## config.mk

```make
export PLATFORM = sky130hd
export DESIGN_NAME = gpio_irq_bank
export DESIGN_NICKNAME = d
export VERILOG_FILES = /design/src/rtl/gpio_irq_pkg.sv /design/src/rtl/gpio_irq_wdec.sv /design/src/rtl/gpio_irq_cfg.sv /design/src/rtl/gpio_irq_detect.sv /design/src/rtl/gpio_irq_state.sv /design/src/rtl/gpio_irq_bank.sv
export SDC_FILE = /design/constraint.sdc
export NUM_CORES = 1
export LEC_CHECK = 0
export BUFFER_PORTS_ARGS = -buffer_cell sky130_fd_sc_hd__buf_4
export CAP_MARGIN = 40
export CORE_ASPECT_RATIO = 1.5
export CORE_MARGIN = 8
export CORE_UTILIZATION = 46
export DETAILED_ROUTE_END_ITERATION = 10
export PLACE_DENSITY_LB_ADDON = 0.05
export SLEW_MARGIN = 40
export SYNTH_ARGS = -nofsm -noshare
export SYNTH_HDL_FRONTEND = slang
export SYNTH_SLANG_ARGS = --single-unit
export TNS_END_PERCENT = 50
```

## constraint.sdc

```tcl
create_clock -name clk -period 2.8 [get_ports clk]
set_input_delay 0.42 -clock clk [delete_from_list [all_inputs] [get_ports clk]]
set_output_delay 0.42 -clock clk [all_outputs]
set_load 0.05 [all_outputs]
```

## src/rtl/gpio_irq_pkg.sv

```systemverilog
// Shared definitions for the GPIO bank interrupt detector.
// Holds the write select codes and the decoded write strobe bundle.
package gpio_irq_pkg;

    localparam int unsigned SEL_W = 3;

    // Select codes seen on the register write port
    typedef enum logic [SEL_W-1:0] {
        SEL_TRIG_TYPE = 3'd0,
        SEL_TRIG_POL  = 3'd1,
        SEL_TRIG_ANY  = 3'd2,
        SEL_UNMASK    = 3'd3,
        SEL_MASK      = 3'd4,
        SEL_ACK       = 3'd5
    } reg_sel_e;

    // One strobe per writable target
    typedef struct packed {
        logic trig_type;
        logic trig_pol;
        logic trig_any;
        logic unmask;
        logic mask;
        logic ack;
    } wr_stb_t;

endpackage

```

## src/rtl/gpio_irq_wdec.sv

```systemverilog
// Write-port decoder.
// Turns a valid strobe plus select code into one strobe per target.
// Assumes at most one write per cycle; codes 6 and 7 select nothing.
module gpio_irq_wdec
    import gpio_irq_pkg::*;
(
    input  logic             wr_en,
    input  logic [SEL_W-1:0] wr_sel,
    output wr_stb_t          stb
);

    // Decode the select code into individual strobes
    always_comb begin
        stb           = '0;
        stb.trig_type = wr_en && (wr_sel == SEL_TRIG_TYPE);
        stb.trig_pol  = wr_en && (wr_sel == SEL_TRIG_POL);
        stb.trig_any  = wr_en && (wr_sel == SEL_TRIG_ANY);
        stb.unmask    = wr_en && (wr_sel == SEL_UNMASK);
        stb.mask      = wr_en && (wr_sel == SEL_MASK);
        stb.ack       = wr_en && (wr_sel == SEL_ACK);
    end

endmodule

```

## src/rtl/gpio_irq_cfg.sv

```systemverilog
// Trigger configuration registers: type (1 edge, 0 level), polarity
// (1 rising/high, 0 falling/low) and any-edge (both edges, for edge
// pins only). A whole-word write replaces each register; all reset to 0.
module gpio_irq_cfg
    import gpio_irq_pkg::*;
#(
    parameter int unsigned NPINS = 32
) (
    input  logic             clk,
    input  logic             rst_n,
    input  wr_stb_t          stb,
    input  logic [NPINS-1:0] wr_data,
    output logic [NPINS-1:0] cfg_edge,
    output logic [NPINS-1:0] cfg_pol,
    output logic [NPINS-1:0] cfg_any
);

    // Trigger-type register
    always_ff @(posedge clk) begin
        if (!rst_n)             cfg_edge <= '0;
        else if (stb.trig_type) cfg_edge <= wr_data;
    end

    // Polarity register
    always_ff @(posedge clk) begin
        if (!rst_n)            cfg_pol <= '0;
        else if (stb.trig_pol) cfg_pol <= wr_data;
    end

    // Any-edge register
    always_ff @(posedge clk) begin
        if (!rst_n)            cfg_any <= '0;
        else if (stb.trig_any) cfg_any <= wr_data;
    end

endmodule

```

## src/rtl/gpio_irq_detect.sv

```systemverilog
// Per-pin event detector.
// Keeps one cycle of pin history and flags, in the current cycle, each
// pin whose configured condition holds. History resets to 0, so a pin
// that is high when reset is released looks like a rising edge.
module gpio_irq_detect #(
    parameter int unsigned NPINS = 32
) (
    input  logic             clk,
    input  logic             rst_n,
    input  logic [NPINS-1:0] pin_level,
    input  logic [NPINS-1:0] cfg_edge,
    input  logic [NPINS-1:0] cfg_pol,
    input  logic [NPINS-1:0] cfg_any,
    output logic [NPINS-1:0] event_hit
);

    logic [NPINS-1:0] level_q;

    // Remember last cycle's pin levels for edge detection
    always_ff @(posedge clk) begin
        if (!rst_n) level_q <= '0;
        else        level_q <= pin_level;
    end

    for (genvar p = 0; p < NPINS; p++) begin : g_pin
        logic rise;
        logic fall;
        logic edge_hit;
        logic level_hit;

        assign rise      = pin_level[p] & ~level_q[p];
        assign fall      = ~pin_level[p] & level_q[p];
        assign edge_hit  = cfg_any[p] ? (rise | fall)
                                      : (cfg_pol[p] ? rise : fall);
        assign level_hit = ~(pin_level[p] ^ cfg_pol[p]);
        assign event_hit[p] = cfg_edge[p] ? edge_hit : level_hit;
    end

endmodule

```

## src/rtl/gpio_irq_state.sv

```systemverilog
// Mask and sticky status registers.
// Mask: set/clear by separate write-one strobes, resets to all ones.
// Status: set by events, cleared by write-one; an event in the same
// cycle as its clear wins. Detection is not gated by the mask.
module gpio_irq_state
    import gpio_irq_pkg::*;
#(
    parameter int unsigned NPINS = 32
) (
    input  logic             clk,
    input  logic             rst_n,
    input  wr_stb_t          stb,
    input  logic [NPINS-1:0] wr_data,
    input  logic [NPINS-1:0] event_hit,
    output logic [NPINS-1:0] mask_q,
    output logic [NPINS-1:0] status_q
);

    logic [NPINS-1:0] ack_bits;

    // Select the bits a status-clear write targets
    always_comb begin
        ack_bits = stb.ack ? wr_data : '0;
    end

    // Mask register updated through unmask/mask strobes
    always_ff @(posedge clk) begin
        if (!rst_n)          mask_q <= '1;
        else if (stb.unmask) mask_q <= mask_q & ~wr_data;
        else if (stb.mask)   mask_q <= mask_q | wr_data;
    end

    // Sticky status: clear requested bits, then OR in new events
    always_ff @(posedge clk) begin
        if (!rst_n) status_q <= '0;
        else        status_q <= (status_q & ~ack_bits) | event_hit;
    end

endmodule

```

## src/rtl/gpio_irq_bank.sv

```systemverilog
// Top of the GPIO bank interrupt detector.
// Assumes pin levels are already synchronized to clk. Combines the
// unmasked status bits into one interrupt request.
module gpio_irq_bank
    import gpio_irq_pkg::*;
#(
    parameter int unsigned NPINS = 32
) (
    input  logic             clk,
    input  logic             rst_n,
    input  logic [NPINS-1:0] pin_level_i,
    input  logic             wr_en_i,
    input  logic [SEL_W-1:0] wr_sel_i,
    input  logic [NPINS-1:0] wr_data_i,
    output logic [NPINS-1:0] mask_o,
    output logic [NPINS-1:0] status_o,
    output logic             irq_o
);

    wr_stb_t          stb;
    logic [NPINS-1:0] cfg_edge;
    logic [NPINS-1:0] cfg_pol;
    logic [NPINS-1:0] cfg_any;
    logic [NPINS-1:0] event_hit;

    gpio_irq_wdec u_wdec (
        .wr_en  (wr_en_i),
        .wr_sel (wr_sel_i),
        .stb    (stb)
    );

    gpio_irq_cfg #(.NPINS(NPINS)) u_cfg (
        .clk      (clk),
        .rst_n    (rst_n),
        .stb      (stb),
        .wr_data  (wr_data_i),
        .cfg_edge (cfg_edge),
        .cfg_pol  (cfg_pol),
        .cfg_any  (cfg_any)
    );

    gpio_irq_detect #(.NPINS(NPINS)) u_detect (
        .clk       (clk),
        .rst_n     (rst_n),
        .pin_level (pin_level_i),
        .cfg_edge  (cfg_edge),
        .cfg_pol   (cfg_pol),
        .cfg_any   (cfg_any),
        .event_hit (event_hit)
    );

    gpio_irq_state #(.NPINS(NPINS)) u_state (
        .clk       (clk),
        .rst_n     (rst_n),
        .stb       (stb),
        .wr_data   (wr_data_i),
        .event_hit (event_hit),
        .mask_q    (mask_o),
        .status_q  (status_o)
    );

    // Combined request: any pending event on an unmasked pin
    always_comb begin
        irq_o = |(status_o & ~mask_o);
    end

endmodule

```

# After elaboration in Yosys (flattened, before gate mapping)
# Index checks and enable logic that the tools add are counted.
# totals
register_bits	192
input_bits	70
out_inout_bits	65
word_cells	351
# op_classes
n_eq_ne	5
mux	99
bitwise_logic	232
reduce_logical	9
# op_table
op	count
bitwise AND 32 bit	3
2-to-1 mux 1 bit	96
2-to-1 mux 32 bit	3
NOT 1 bit	96
NOT 32 bit	3
bitwise AND 1 bit	64
OR 32 bit	2
OR 1 bit	32
OR reduction 32 bit	1
bitwise XOR 1 bit	32
== test 3 x 2 -> 1 bit (second input constant)	2
== test 3 bit (second input constant)	2
logical AND 1 bit	6
== test 3 x 1 -> 1 bit (second input constant)	1
zero test 3 bit	1
nonzero test 2 bit	1

# Logic depth before layout (Yosys ltp)
# logic_depth
word_depth	6
ltp_mapped	6
ltp_nobuf	6

# By module
# Synthesis repeated with hierarchy kept, for this count alone.
# hier_totals
hier_cells	996
area_unflattened_um2	9825.7
# modules_own_cells
mod	instances	cells_each	area_each_um2	seq_area_each_um2
gpio_irq_cfg	1	310	3753.6	1921.8
gpio_irq_detect	1	355	3334.4	640.6
gpio_irq_state	1	272	2412.3	1281.2
gpio_irq_bank	1	53	251.5	0.0
gpio_irq_wdec	1	6	73.8	0.0

# Worst setup path before layout
# OpenSTA, ideal clock, no wires.
# synth_timing
path_kind	register to output
from	register (tool-made name)
to	output irq_o
t_arrival_ns	1.574
required_ns	2.380
setup_slack_ns	0.806
path_stages_with_launch	4
path_buffers	0
cell_sequence	dfxtp_1 o22ai_1 nor4_1 nand4_1
# synth_rtl
item	line	source
end, declared	gpio_irq_bank.sv:17	output logic irq_o

# Worst setup path after layout
# layout_timing
from	register u_state.status_q[4]
to	output irq_o
# layout_via
elab_chain_cells	2
# layout_rtl
item	line	source
start, declared	gpio_irq_state.sv:16	output logic [NPINS-1:0] status_q
start signal, assigned	gpio_irq_state.sv:36	else status_q <= (status_q & ~ack_bits) | event_hit;
bitwise AND 32 bit	gpio_irq_bank.sv:64	irq_o = |(status_o & ~mask_o);
OR reduction 32 bit	gpio_irq_bank.sv:64	
# No other way between the ends.

==> results.py <==
metrics = {
    "timing": {
        "hold_viol_final": 0,
        "min_period_ps": 2240,
        "clock.fmax_ghz": 0.446,
        "maxSlewHeadroom": 0.491,
        "rsz0062_at_grt": "false",
        "post-route-period-util": 0.801,
        "setup_slack_ps": 558,
        "drv_slew": 0,
        "hold_slack_ps": 219,
        "final.setup_skew_ps": 7.69,
        "tightest_slew_ps": 764,
        "timing.setup.tns_ps": 0,
        "setup_viol": 0,
    },
    "clock_tree": {
        "clock-sinks": 192,
        "hold_buffers": 0,
        "clk_latency_ps": 430,
        "numCtsBuffers": 17,
        "cts_tree": "done",
        "cts.htree.levels": 4,
        "cts_resized": 0,
        "clkTransAtPathRegs_ps": 70,
        "cts_buffer_depth": 2,
        "cts_setup_buffers": 0,
        "root_buffer": "clkbuf_16",
    },
    "global_routing": {
        "grt_overflow": 0,
        "grt_max_degree": 193,
        "grt_pass1_wl_um": 41000,
        "track_usage": 0.206,
        "antenna_found_initial": 0,
        "grt_pass1_vias": 7598,
    },
    "layout": {
        "drive_above_1_share": 0.174,
        "nets": 1357,
        "nFillCells": 1918,
        "final_common_cell": "nand2_1",
        "n_antenna_cell": 0,
        "final_cell_mix": "257 x nand2_1, 192 x dfxtp_1, 144 x buf_4, 128 x inv_1, 77 x a21boi_1",
        "syn2layout_area_growth_pct": 19.6,
        "final_util": 0.559,
        "final_area_um2": 11100,
        "instances_no_fill": 1496,
    },
    "detailed_routing": {
        "via_per_inst": 5.15,
        "post_drt_wl_per_cell_um": 17.0,
        "drt-pass1-iter-count": 5,
        "drc_errors": 0,
        "vias": 7708,
        "drt_iter0_drc": 525,
        "wl_um": 25400,
        "ant_nets": 0,
    },
    "synth": {
        "synth_warnings": 0,
        "syn_area_per_cell_um2": 8.33,
        "syn-cell-area_um2": 9260,
        "synth_nets": 1245,
        "synth_top_cell_by_area": "dfxtp_1",
        "yosysUniqueCellTypes": 29,
        "synth-seq-area-share": 0.415,
        "synthCells": 1111,
        "synth_top_area_frac": 0.415,
        "synth-seq-cells": 192,
        "synth_area_leaders": "dfxtp_1 42%, nand2_1 10%, ha_1 8.6%",
    },
    "hold_path": {
        "hold_path_class": "in2reg",
        "min_path_cells": 2,
    },
    "die": {
        "fp.dieArea_um2": 25000,
        "ios": 135,
        "die_h_um": 190,
        "initial_core_util": 0.468,
        "die_w_um": 132,
        "num_rows": 63,
        "coreArea_um2": 19800,
    },
    "worst_setup_path": {
        "required_ps": 2380,
        "critPathKind": "reg2out",
        "end_kind": "output port",
        "rr_worst_depth": 6,
        "reg2reg_to": "u_state.status_q[9]$_SDFF_PN0_",
        "endpoint": "irq_o",
        "crit_fanout": 2,
        "worstSetupStartpointType": "flop",
        "r2r_setup_slack_ps": 1410,
        "critPathLaunch": "u_state.status_q[4]$_SDFF_PN0_",
        "arrival_ps": 1820,
        "timing.rr.start": "u_detect.level_q[9]$_SDFF_PN0_",
    },
    "power": {
        "irDropWorstVdd_v": 0.000338,
        "power_leakage_nw": 4.75,
        "total_power_mw": 6.25,
        "power_density_nw_per_um2": 564,
    },
    "place": {
        "portBuffers": 134,
        "place_area_um2": 10500,
        "placedCellCount": 1464,
        "pre_cts_slack_ps": 1030,
        "place.gp.congestion": 0.772,
        "hpwlAfterDp_um": 17200,
    },
    "outcome": {
        "status": "complete, no violations",
    },
    "run": {
        "maxCapViolations": 0,
    },
}
[worst min path at each step]
stage	startpoint	end	slack, ps
floorplan	u_cfg.cfg_edge[10]$_SDFFE_PN0P_	u_cfg.cfg_edge[10]$_SDFFE_PN0P_	450
global placement	u_cfg.cfg_edge[9]$_SDFFE_PN0P_	u_cfg.cfg_edge[9]$_SDFFE_PN0P_	460
detailed placement	u_cfg.cfg_edge[9]$_SDFFE_PN0P_	u_cfg.cfg_edge[9]$_SDFFE_PN0P_	460
CTS	pin_level_i[8]	u_detect.level_q[8]$_SDFF_PN0_	210
global route	pin_level_i[9]	u_detect.level_q[9]$_SDFF_PN0_	210
finish	pin_level_i[8]	u_detect.level_q[8]$_SDFF_PN0_	220
[Yosys cell counts]
cell      number
nand2_1      257
o21ai_0       60
o21ai_2        1
mux2_2        32
nand2b_4       1
clkbuf_1      30
nand4_1        1
nor4_1         4
buf_4          3
xor2_1        32
inv_1        128
o21a_1        32
nand3_1       32
nor3b_2        3
a21boi_1      77
dfxtp_1      192
a21oi_1       32
nor3_2         2
a21boi_0      19
o211ai_1      32
or3_1          1
buf_2         20
nor3b_1        1
o21ai_1        4
ha_1          64
or3b_1         2
o22ai_1       16
and2_1        32
and3b_1        1
[final cells by class]
cell class	count	area [µm²]	share of cell area
Multi-Input combinational cell	738	4730	0.427
Tap cell	260	325	0.0294
Clock inverter	13	135	0.0122
Clock buffer	19	433	0.0391
Timing Repair Buffer	146	1120	0.101
Inverter	128	480	0.0434
Sequential cell	192	3840	0.347
[power by group]
part           leakage, nW  switching (mW)  total (mW)  internal, mW
Sequential            1.57          0.0812        2.92          2.84
Combinational         2.90           0.577       0.915         0.338
Clock                0.278            1.09        2.41          1.32
Total                 4.75            1.75        6.25          4.50
[layer usage]
metal / GRT usage / wire length [µm] / up-vias
li1: - / - / 3849
met1: 0.259 / 11600 / 3679
met2: 0.351 / 12400 / 156
met3: 0.0441 / 1090 / 24
met4: 0.0559 / 340 / 0
met5: 0 / 0 / -
[critical path, cell delays in order, from the launching register on]
cell     delay, ps
dfxtp_1        310
inv_1           90
o22ai_1        140
nor4_1         450
nand4_1        160
buf_4          220
[logic make-up (layout without fill, tap and decap cells)]
family	after synthesis	count (layout)	synth area share
AND/OR/NAND/NOR	337	337	0.159
AO/OA/AOI/OAI	273	273	0.193
flip-flops	192	192	0.415
buffers and inverters	181	306	0.0773
adder cells (fa/ha/maj)	64	64	0.0865
XOR/XNOR	32	32	0.0303
multiplexers	32	32	0.0389
No activity file was read; power rests on OpenSTA's default activity.
